### src/rtl/fpow_pkg.sv
package fpow_pkg;

    // Sequencer phases of the power unit
    typedef enum logic [1:0] {
        ST_IDLE   = 2'd0,
        ST_LAUNCH = 2'd1,
        ST_WAIT   = 2'd2,
        ST_MUL    = 2'd3
    } fpow_state_e;

endpackage

### src/rtl/fpow_expsel.sv
// Picks the effective exponent code: either gamma itself or its
// two's-complement fraction, which equals 1 - gamma modulo one.
module fpow_expsel #(
    parameter int EXP_W = 9
) (
    input  logic [EXP_W-1:0] gamma_i,
    input  logic             comp_i,
    output logic [EXP_W-1:0] code_o
);
    logic [EXP_W-1:0] neg_code;

    always_comb begin
        neg_code = (~gamma_i) + EXP_W'(1);
        code_o   = comp_i ? neg_code : gamma_i;
    end
endmodule

### src/rtl/fpow_qmul.sv
// Fixed-point product with round-half-up and saturation at full scale.
module fpow_qmul #(
    parameter int DATA_W = 16,
    parameter int FRAC_W = 15
) (
    input  logic [DATA_W-1:0] a_i,
    input  logic [DATA_W-1:0] b_i,
    output logic [DATA_W-1:0] p_o
);
    localparam int PROD_W = 2 * DATA_W;
    localparam logic [PROD_W-1:0] HALF  = PROD_W'(1) << (FRAC_W - 1);
    localparam logic [PROD_W-1:0] LIMIT = PROD_W'({DATA_W{1'b1}});

    logic [PROD_W-1:0] prod;
    logic [PROD_W-1:0] scaled;

    always_comb begin
        prod   = PROD_W'(a_i) * PROD_W'(b_i) + HALF;
        scaled = prod >> FRAC_W;
        p_o    = (scaled > LIMIT) ? {DATA_W{1'b1}} : DATA_W'(scaled);
    end
endmodule

### src/rtl/fpow_isqrt.sv
// Bit-serial restoring square root for unsigned fixed-point data.
// One result bit per cycle; an extra guard bit gives a rounded root.
module fpow_isqrt #(
    parameter int DATA_W = 16,
    parameter int FRAC_W = 15
) (
    input  logic              clk,
    input  logic              rst_n,
    input  logic              start_i,
    input  logic [DATA_W-1:0] rad_i,
    output logic [DATA_W-1:0] root_o,
    output logic              valid_o
);
    localparam int STEPS = DATA_W + 1;
    localparam int RAD_W = 2 * STEPS;
    localparam int REM_W = STEPS + 3;
    localparam int CNT_W = $clog2(STEPS + 1);
    localparam logic [CNT_W-1:0] LAST = CNT_W'(STEPS - 1);

    typedef struct packed {
        logic             run;
        logic             valid;
        logic [CNT_W-1:0] cnt;
        logic [RAD_W-1:0] rad;
        logic [REM_W-1:0] rem;
        logic [STEPS-1:0] root;
    } sq_t;

    sq_t sq_d, sq_q;
    logic [REM_W-1:0] rem_t;
    logic [REM_W-1:0] trial;
    logic [STEPS:0]   rnd;

    always_comb begin
        sq_d       = sq_q;
        sq_d.valid = 1'b0;
        rem_t      = {sq_q.rem[REM_W-3:0], sq_q.rad[RAD_W-1 -: 2]};
        trial      = REM_W'({sq_q.root, 2'b01});
        if (start_i) begin
            sq_d.run  = 1'b1;
            sq_d.cnt  = '0;
            sq_d.rad  = RAD_W'(rad_i) << (FRAC_W + 2);
            sq_d.rem  = '0;
            sq_d.root = '0;
        end else if (sq_q.run) begin
            if (rem_t >= trial) begin
                sq_d.rem  = rem_t - trial;
                sq_d.root = {sq_q.root[STEPS-2:0], 1'b1};
            end else begin
                sq_d.rem  = rem_t;
                sq_d.root = {sq_q.root[STEPS-2:0], 1'b0};
            end
            sq_d.rad = sq_q.rad << 2;
            sq_d.cnt = sq_q.cnt + CNT_W'(1);
            if (sq_q.cnt == LAST) begin
                sq_d.run   = 1'b0;
                sq_d.valid = 1'b1;
            end
        end
    end

    always_ff @(posedge clk or negedge rst_n) begin
        if (!rst_n) begin
            sq_q <= '0;
        end else begin
            sq_q <= sq_d;
        end
    end

    always_comb begin
        rnd    = {1'b0, sq_q.root} + (STEPS + 1)'(1);
        root_o = DATA_W'(rnd >> 1);
    end

    assign valid_o = sq_q.valid;
endmodule

### src/rtl/fpow_unit.sv
// Fractional power by binary expansion of the exponent:
// x^g = product over set bits k of x^(2^-k), each term the root of the last.
module fpow_unit #(
    parameter int DATA_W = 16,
    parameter int EXP_W  = 9
) (
    input  logic              clk,
    input  logic              rst_n,
    input  logic              start,
    input  logic [DATA_W-1:0] x_in,
    input  logic [EXP_W-1:0]  gamma_in,
    input  logic              comp_in,
    output logic [DATA_W-1:0] result_out,
    output logic              done_out
);
    import fpow_pkg::*;

    localparam int FRAC_W = DATA_W - 1;
    localparam int CNT_W  = $clog2(EXP_W + 1);
    localparam logic [CNT_W-1:0]  LAST = CNT_W'(EXP_W - 1);
    localparam logic [DATA_W-1:0] ONE  = DATA_W'(1) << FRAC_W;

    typedef struct packed {
        fpow_state_e      state;
        logic [CNT_W-1:0] cnt;
        logic [EXP_W-1:0] code;
        logic [DATA_W-1:0] root;
        logic [DATA_W-1:0] acc;
        logic             done;
    } pw_t;

    pw_t pw_d, pw_q;

    logic [EXP_W-1:0]  eff_code;
    logic [DATA_W-1:0] mul_out;
    logic [DATA_W-1:0] sq_root;
    logic              sq_valid;
    logic              sq_start;

    fpow_expsel #(.EXP_W(EXP_W)) u_expsel (
        .gamma_i (gamma_in),
        .comp_i  (comp_in),
        .code_o  (eff_code)
    );

    fpow_isqrt #(.DATA_W(DATA_W), .FRAC_W(FRAC_W)) u_isqrt (
        .clk     (clk),
        .rst_n   (rst_n),
        .start_i (sq_start),
        .rad_i   (pw_q.root),
        .root_o  (sq_root),
        .valid_o (sq_valid)
    );

    fpow_qmul #(.DATA_W(DATA_W), .FRAC_W(FRAC_W)) u_qmul (
        .a_i (pw_q.acc),
        .b_i (pw_q.root),
        .p_o (mul_out)
    );

    always_comb begin
        pw_d      = pw_q;
        pw_d.done = 1'b0;
        sq_start  = 1'b0;
        case (pw_q.state)
            ST_IDLE: begin
                if (start) begin
                    pw_d.state = ST_LAUNCH;
                    pw_d.code  = eff_code;
                    pw_d.root  = x_in;
                    pw_d.acc   = ONE;
                    pw_d.cnt   = '0;
                end
            end
            ST_LAUNCH: begin
                sq_start   = 1'b1;
                pw_d.state = ST_WAIT;
            end
            ST_WAIT: begin
                if (sq_valid) begin
                    pw_d.root  = sq_root;
                    pw_d.state = ST_MUL;
                end
            end
            ST_MUL: begin
                if (pw_q.code[EXP_W-1]) begin
                    pw_d.acc = mul_out;
                end
                pw_d.code = pw_q.code << 1;
                pw_d.cnt  = pw_q.cnt + CNT_W'(1);
                if (pw_q.cnt == LAST) begin
                    pw_d.state = ST_IDLE;
                    pw_d.done  = 1'b1;
                end else begin
                    pw_d.state = ST_LAUNCH;
                end
            end
            default: pw_d.state = ST_IDLE;
        endcase
    end

    always_ff @(posedge clk or negedge rst_n) begin
        if (!rst_n) begin
            pw_q       <= '0;
            pw_q.state <= ST_IDLE;
            pw_q.acc   <= ONE;
        end else begin
            pw_q <= pw_d;
        end
    end

    assign result_out = pw_q.acc;
    assign done_out   = pw_q.done;
endmodule

### config.mk
export PLATFORM = sky130hd
export DESIGN_NAME = fpow_unit
export DESIGN_NICKNAME = d
export VERILOG_FILES = /design/src/rtl/fpow_pkg.sv /design/src/rtl/fpow_expsel.sv /design/src/rtl/fpow_qmul.sv /design/src/rtl/fpow_isqrt.sv /design/src/rtl/fpow_unit.sv
export SDC_FILE = /design/constraint.sdc
export NUM_CORES = 1
export LEC_CHECK = 0
export BUFFER_PORTS_ARGS = -buffer_cell sky130_fd_sc_hd__buf_2
export CAP_MARGIN = 20
export CORE_MARGIN = 5
export CORE_UTILIZATION = 45
export CTS_CLUSTER_SIZE = 28
export DETAILED_ROUTE_END_ITERATION = 12
export PLACE_DENSITY = 0.61
export SYNTH_ARGS = -nofsm -noshare
export SYNTH_HDL_FRONTEND = slang
export SYNTH_HIERARCHICAL = 1
export SYNTH_SLANG_ARGS = --single-unit
### constraint.sdc
create_clock -name clk -period 19 [get_ports clk]
set_input_delay 1.9 -clock clk [delete_from_list [all_inputs] [get_ports clk]]
set_output_delay 1.9 -clock clk [all_outputs]
set_load 0.01 [all_outputs]
==> flow_metrics.tcl <==
set metrics [dict create \
    die_y_um 195.3 \
    drc_errors 0 \
    fillers 3229 \
    arrival_ns 7.42 \
    power.switching_w 0.0004597 \
    skew_ns 0.01275 \
    die_w_um 195.3 \
    ys_warn_count 6 \
    viasPerCell 5.400 \
    ir_drop_mv 0.07309 \
    synth-main-ff-cell "dfrtp_1" \
    num_rows 67 \
    drt_iter0_drc 720 \
    first_pass_iters 6 \
    finalNetCount 2009 \
    startpoint_type "flop" \
    synth_edf_count 0 \
    final_max_slew_viol_count 0 \
    finish.utilization_pct 48.70 \
    period_share_pct 37.32 \
    finalHoldViolCount 0 \
    end_kind "flop" \
    r2r_cells 23 \
    path_max_fanout 18 \
    min_period_ns 7.090 \
    p_seq_share_pct 35.0 \
    rrSetupSlack_ns 11.91 \
    grt_pass1_wl_um 63960 \
    initial_utilization_pct 45.84 \
    insertion_delay_ns 0.42 \
    postCtsSetupRepairBufs 0 \
    rsz0062_at_grt "no" \
    cts_tree "built" \
    grt.total_usage_pct 20.40 \
    ys_async_sr_fraction_pct 100.0 \
    gp_congestion 0.8875 \
    combinationalPowerShare_pct 35.9 \
    drive_gt1_share_pct 8.866 \
    cap_violations 0 \
    grt_pass1_vias 12219 \
    antenna_found_initial 1 \
    syn_nets 2025 \
    vias 11378 \
    coreArea_sq_um 33700 \
    finalSetupViolCount 0 \
    dp_hpwl_um 28230 \
    crit_end "result_out[15]$_DFFE_PN1P_" \
    required_ns 19.33 \
    cts_hold_buf 0 \
    slew_headroom_pct 29.53 \
    final_antenna_net_count 0 \
    syn_to_final_growth_pct 6.237 \
    outcome "finished, final reports clean" \
    p_leak_nw 8.476 \
    clkTransAtPathRegs_ns 0.06 \
    hold_path.class "reg2reg" \
    routed_wl_um 37500 \
    pwr-share-clk_pct 29.1 \
    tns_ns 0 \
    syn-instance-count 1661 \
    pin_count 46 \
    fmax_mhz 141.0 \
    root_buffer "clkbuf_16" \
    tightestPinTransition_ns 1.054 \
    critPathKind "reg2reg" \
    seq_area_frac_synth_pct 18.64 \
    ctsResizeCount 0 \
    wl_per_cell_um 17.80 \
    yosys_register_bits 115 \
    cts-htree-levels 4 \
    p_int_w 0.0006889 \
    syn_area_per_cell_sq_um 9.300 \
    overflow 0 \
    synth_cell_types 87 \
    cts_sinks 115 \
    swShare_pct 40.02 \
    grt_max_degree 79 \
    port-buffer-count 45 \
    startpoint "result_out[6]$_DFFE_PN0P_" \
    cts_buffers 17 \
    dieArea_sq_um 38130 \
    regToRegEndpoint "result_out[15]$_DFFE_PN1P_" \
    power_density_nw_per_um2 69.99 \
    syn_area_sq_um 15450 \
    clock_path_buffers 2 \
    rr_startpoint "result_out[6]$_DFFE_PN0P_" \
]
-- sequential cells by signal (all words and copies together), names as in the netlist --
name	flops
result_out	16
u_isqrt/sq_q	46
pw_q	31
u_isqrt/rem_t	20
done_out	1
u_isqrt/valid_o	1
-- cells in the mapped netlist (6+ instances only) --
| library cell | number | share of area [%] |
|---|---|---|
| mux2_4 | 10 | 0.97 |
| a41oi_1 | 7 | 0.40 |
| inv_1 | 270 | 6.6 |
| ha_1 | 141 | 11 |
| o21ai_0 | 54 | 1.7 |
| nor3_1 | 8 | 0.26 |
| a211oi_1 | 9 | 0.44 |
| nand2_1 | 196 | 4.8 |
| and2_1 | 127 | 5.1 |
| nand2b_1 | 16 | 0.65 |
| o21a_1 | 9 | 0.44 |
| a22o_1 | 15 | 0.85 |
| nor2b_1 | 7 | 0.28 |
| nor2_1 | 76 | 1.8 |
| buf_1 | 6 | 0.15 |
| dfrtp_1 | 114 | 18 |
| o211ai_1 | 6 | 0.29 |
| clkbuf_1 | 47 | 1.1 |
| nand3_1 | 25 | 0.81 |
| a21oi_1 | 34 | 1.1 |
| a311oi_1 | 8 | 0.45 |
| buf_4 | 21 | 1.0 |
| a21o_1 | 12 | 0.58 |
| mux2i_1 | 53 | 3.4 |
| xor2_1 | 17 | 0.96 |
| o31ai_1 | 6 | 0.29 |
| nand4_1 | 15 | 0.61 |
| mux2_2 | 23 | 1.7 |
| xnor2_1 | 35 | 2.0 |
| or3_1 | 6 | 0.24 |
| fa_1 | 194 | 25 |
| buf_6 | 8 | 0.58 |
-- stage by stage --
stage                     worst slack, ns  hold slack, ns  total power (W)  instance area (sq um)  cells
final                               11.91          0.4885         0.001149                  16410   2107
after global routing                11.51          0.5238         0.001222                  16410   2107
after CTS                           11.90          0.4908         0.001150                  16400   2105
after detailed placement            11.93          0.4782        0.0008106                  15790   2073
after global placement              12.14          0.4666        0.0008002                  15790   2073
after floorplan                     12.72          0.4496        0.0006918                  15450   1661
-- cells by family (layout without fill, tap and decap cells) --
kind of cell	after synthesis	count (layout)	share of synthesized area [%]
flip-flops	115	115	18.64
adder cells (fa/ha/maj)	335	335	36.56
AND/OR/NAND/NOR	510	510	16.52
AO/OA/AOI/OAI	204	204	9.372
buffers and inverters	359	356	9.882
XOR/XNOR	52	52	2.948
multiplexers	86	86	6.083
other	0	1	0
-- critical path: stages, from the launching register on --
cell and delay (ns):
dfrtp_1 0.76, nand2_1 0.20, fa_1 0.58, inv_1 0.05
fa_1 0.52, inv_1 0.06, fa_1 0.54, inv_1 0.05
fa_1 0.46, fa_1 0.54, inv_1 0.05, fa_1 0.53
inv_1 0.04, ha_1 0.33, a21oi_1 0.22, nand2_1 0.12
a2111oi_4 0.56, nor4_4 0.13, o21ai_4 0.21, a21oi_1 0.13
nor3b_4 0.53, nand2b_1 0.19, nor3_1 0.05, nor3_1 0.13
-- layout make-up --
cell class                 instances  area [sq um]  area share (%)
timing repair buffer              54         295.3           1.799
clock inverter                    12         155.1          0.9454
antenna                            1         2.502         0.01525
sequential                       115          2883           17.57
inverter                         270          1013           6.176
multi-input combinational       1187         11040           67.30
clock buffer                      20         456.7           2.783
tap                              448         560.5           3.416
-- metal layers --
metal	share of wire [%]	global-route usage, %
met2	48	34.08
met1	45	28.39
met4	1.7	4.370
met5	0	0
met3	4.8	3.067
-- placed cells by master (no fill, tap or decap), types with 15 or more instances in the layout --
| master | Yosys | final |
|---|---|---|
| inv_1 | 270 | 270 |
| nand2_1 | 196 | 196 |
| fa_1 | 194 | 194 |
| ha_1 | 141 | 140 |
| and2_1 | 127 | 127 |
| dfrtp_1 | 114 | 113 |
| nor2_1 | 76 | 76 |
| o21ai_0 | 54 | 54 |
| mux2i_1 | 53 | 53 |
| buf_2 | 4 | 44 |
| xnor2_1 | 35 | 35 |
| a21oi_1 | 34 | 34 |
| nand3_1 | 25 | 25 |
| mux2_2 | 23 | 23 |
| clkbuf_16 | 0 | 17 |
| xor2_1 | 17 | 17 |
| nand2b_1 | 16 | 16 |
| a22o_1 | 15 | 15 |
| nand4_1 | 15 | 15 |
-- how the worst min path moves through the flow --
| stage | end | startpoint | slack (ns) | cells past startpoint |
|---|---|---|---|---|
| 2_1_floorplan | pw_q[33]$_DFFE_PN0P_ | pw_q[33]$_DFFE_PN0P_ | 0.45 | 2 |
| 3_3_place_gp | pw_q[39]$_DFFE_PN0P_ | pw_q[39]$_DFFE_PN0P_ | 0.47 | 2 |
| 3_5_place_dp | u_isqrt/sq_q[40]$_DFFE_PN0P_ | u_isqrt/sq_q[40]$_DFFE_PN0P_ | 0.48 | 1 |
| 4_1_cts | u_isqrt/sq_q[40]$_DFFE_PN0P_ | u_isqrt/sq_q[40]$_DFFE_PN0P_ | 0.49 | 1 |
| 5_1_grt | u_isqrt/sq_q[40]$_DFFE_PN0P_ | u_isqrt/sq_q[40]$_DFFE_PN0P_ | 0.52 | 1 |
| 6_report | pw_q[39]$_DFFE_PN0P_ | pw_q[39]$_DFFE_PN0P_ | 0.49 | 2 |
-- power groups by stage --
| stage | combinational, W | sequential [W] | clock (W) |
|---|---|---|---|
| 5_1_grt | 0.000460 | 0.000412 | 0.000350 |
| 2_1_floorplan | 0.000362 | 0.000330 | 0 |
| 4_1_cts | 0.000408 | 0.000401 | 0.000341 |
| 3_3_place_gp | 0.000398 | 0.000402 | 0 |
| 6_report | 0.000412 | 0.000402 | 0.000334 |
| 3_5_place_dp | 0.000406 | 0.000404 | 0 |
Note: power is estimated with default switching activity, not from simulation.
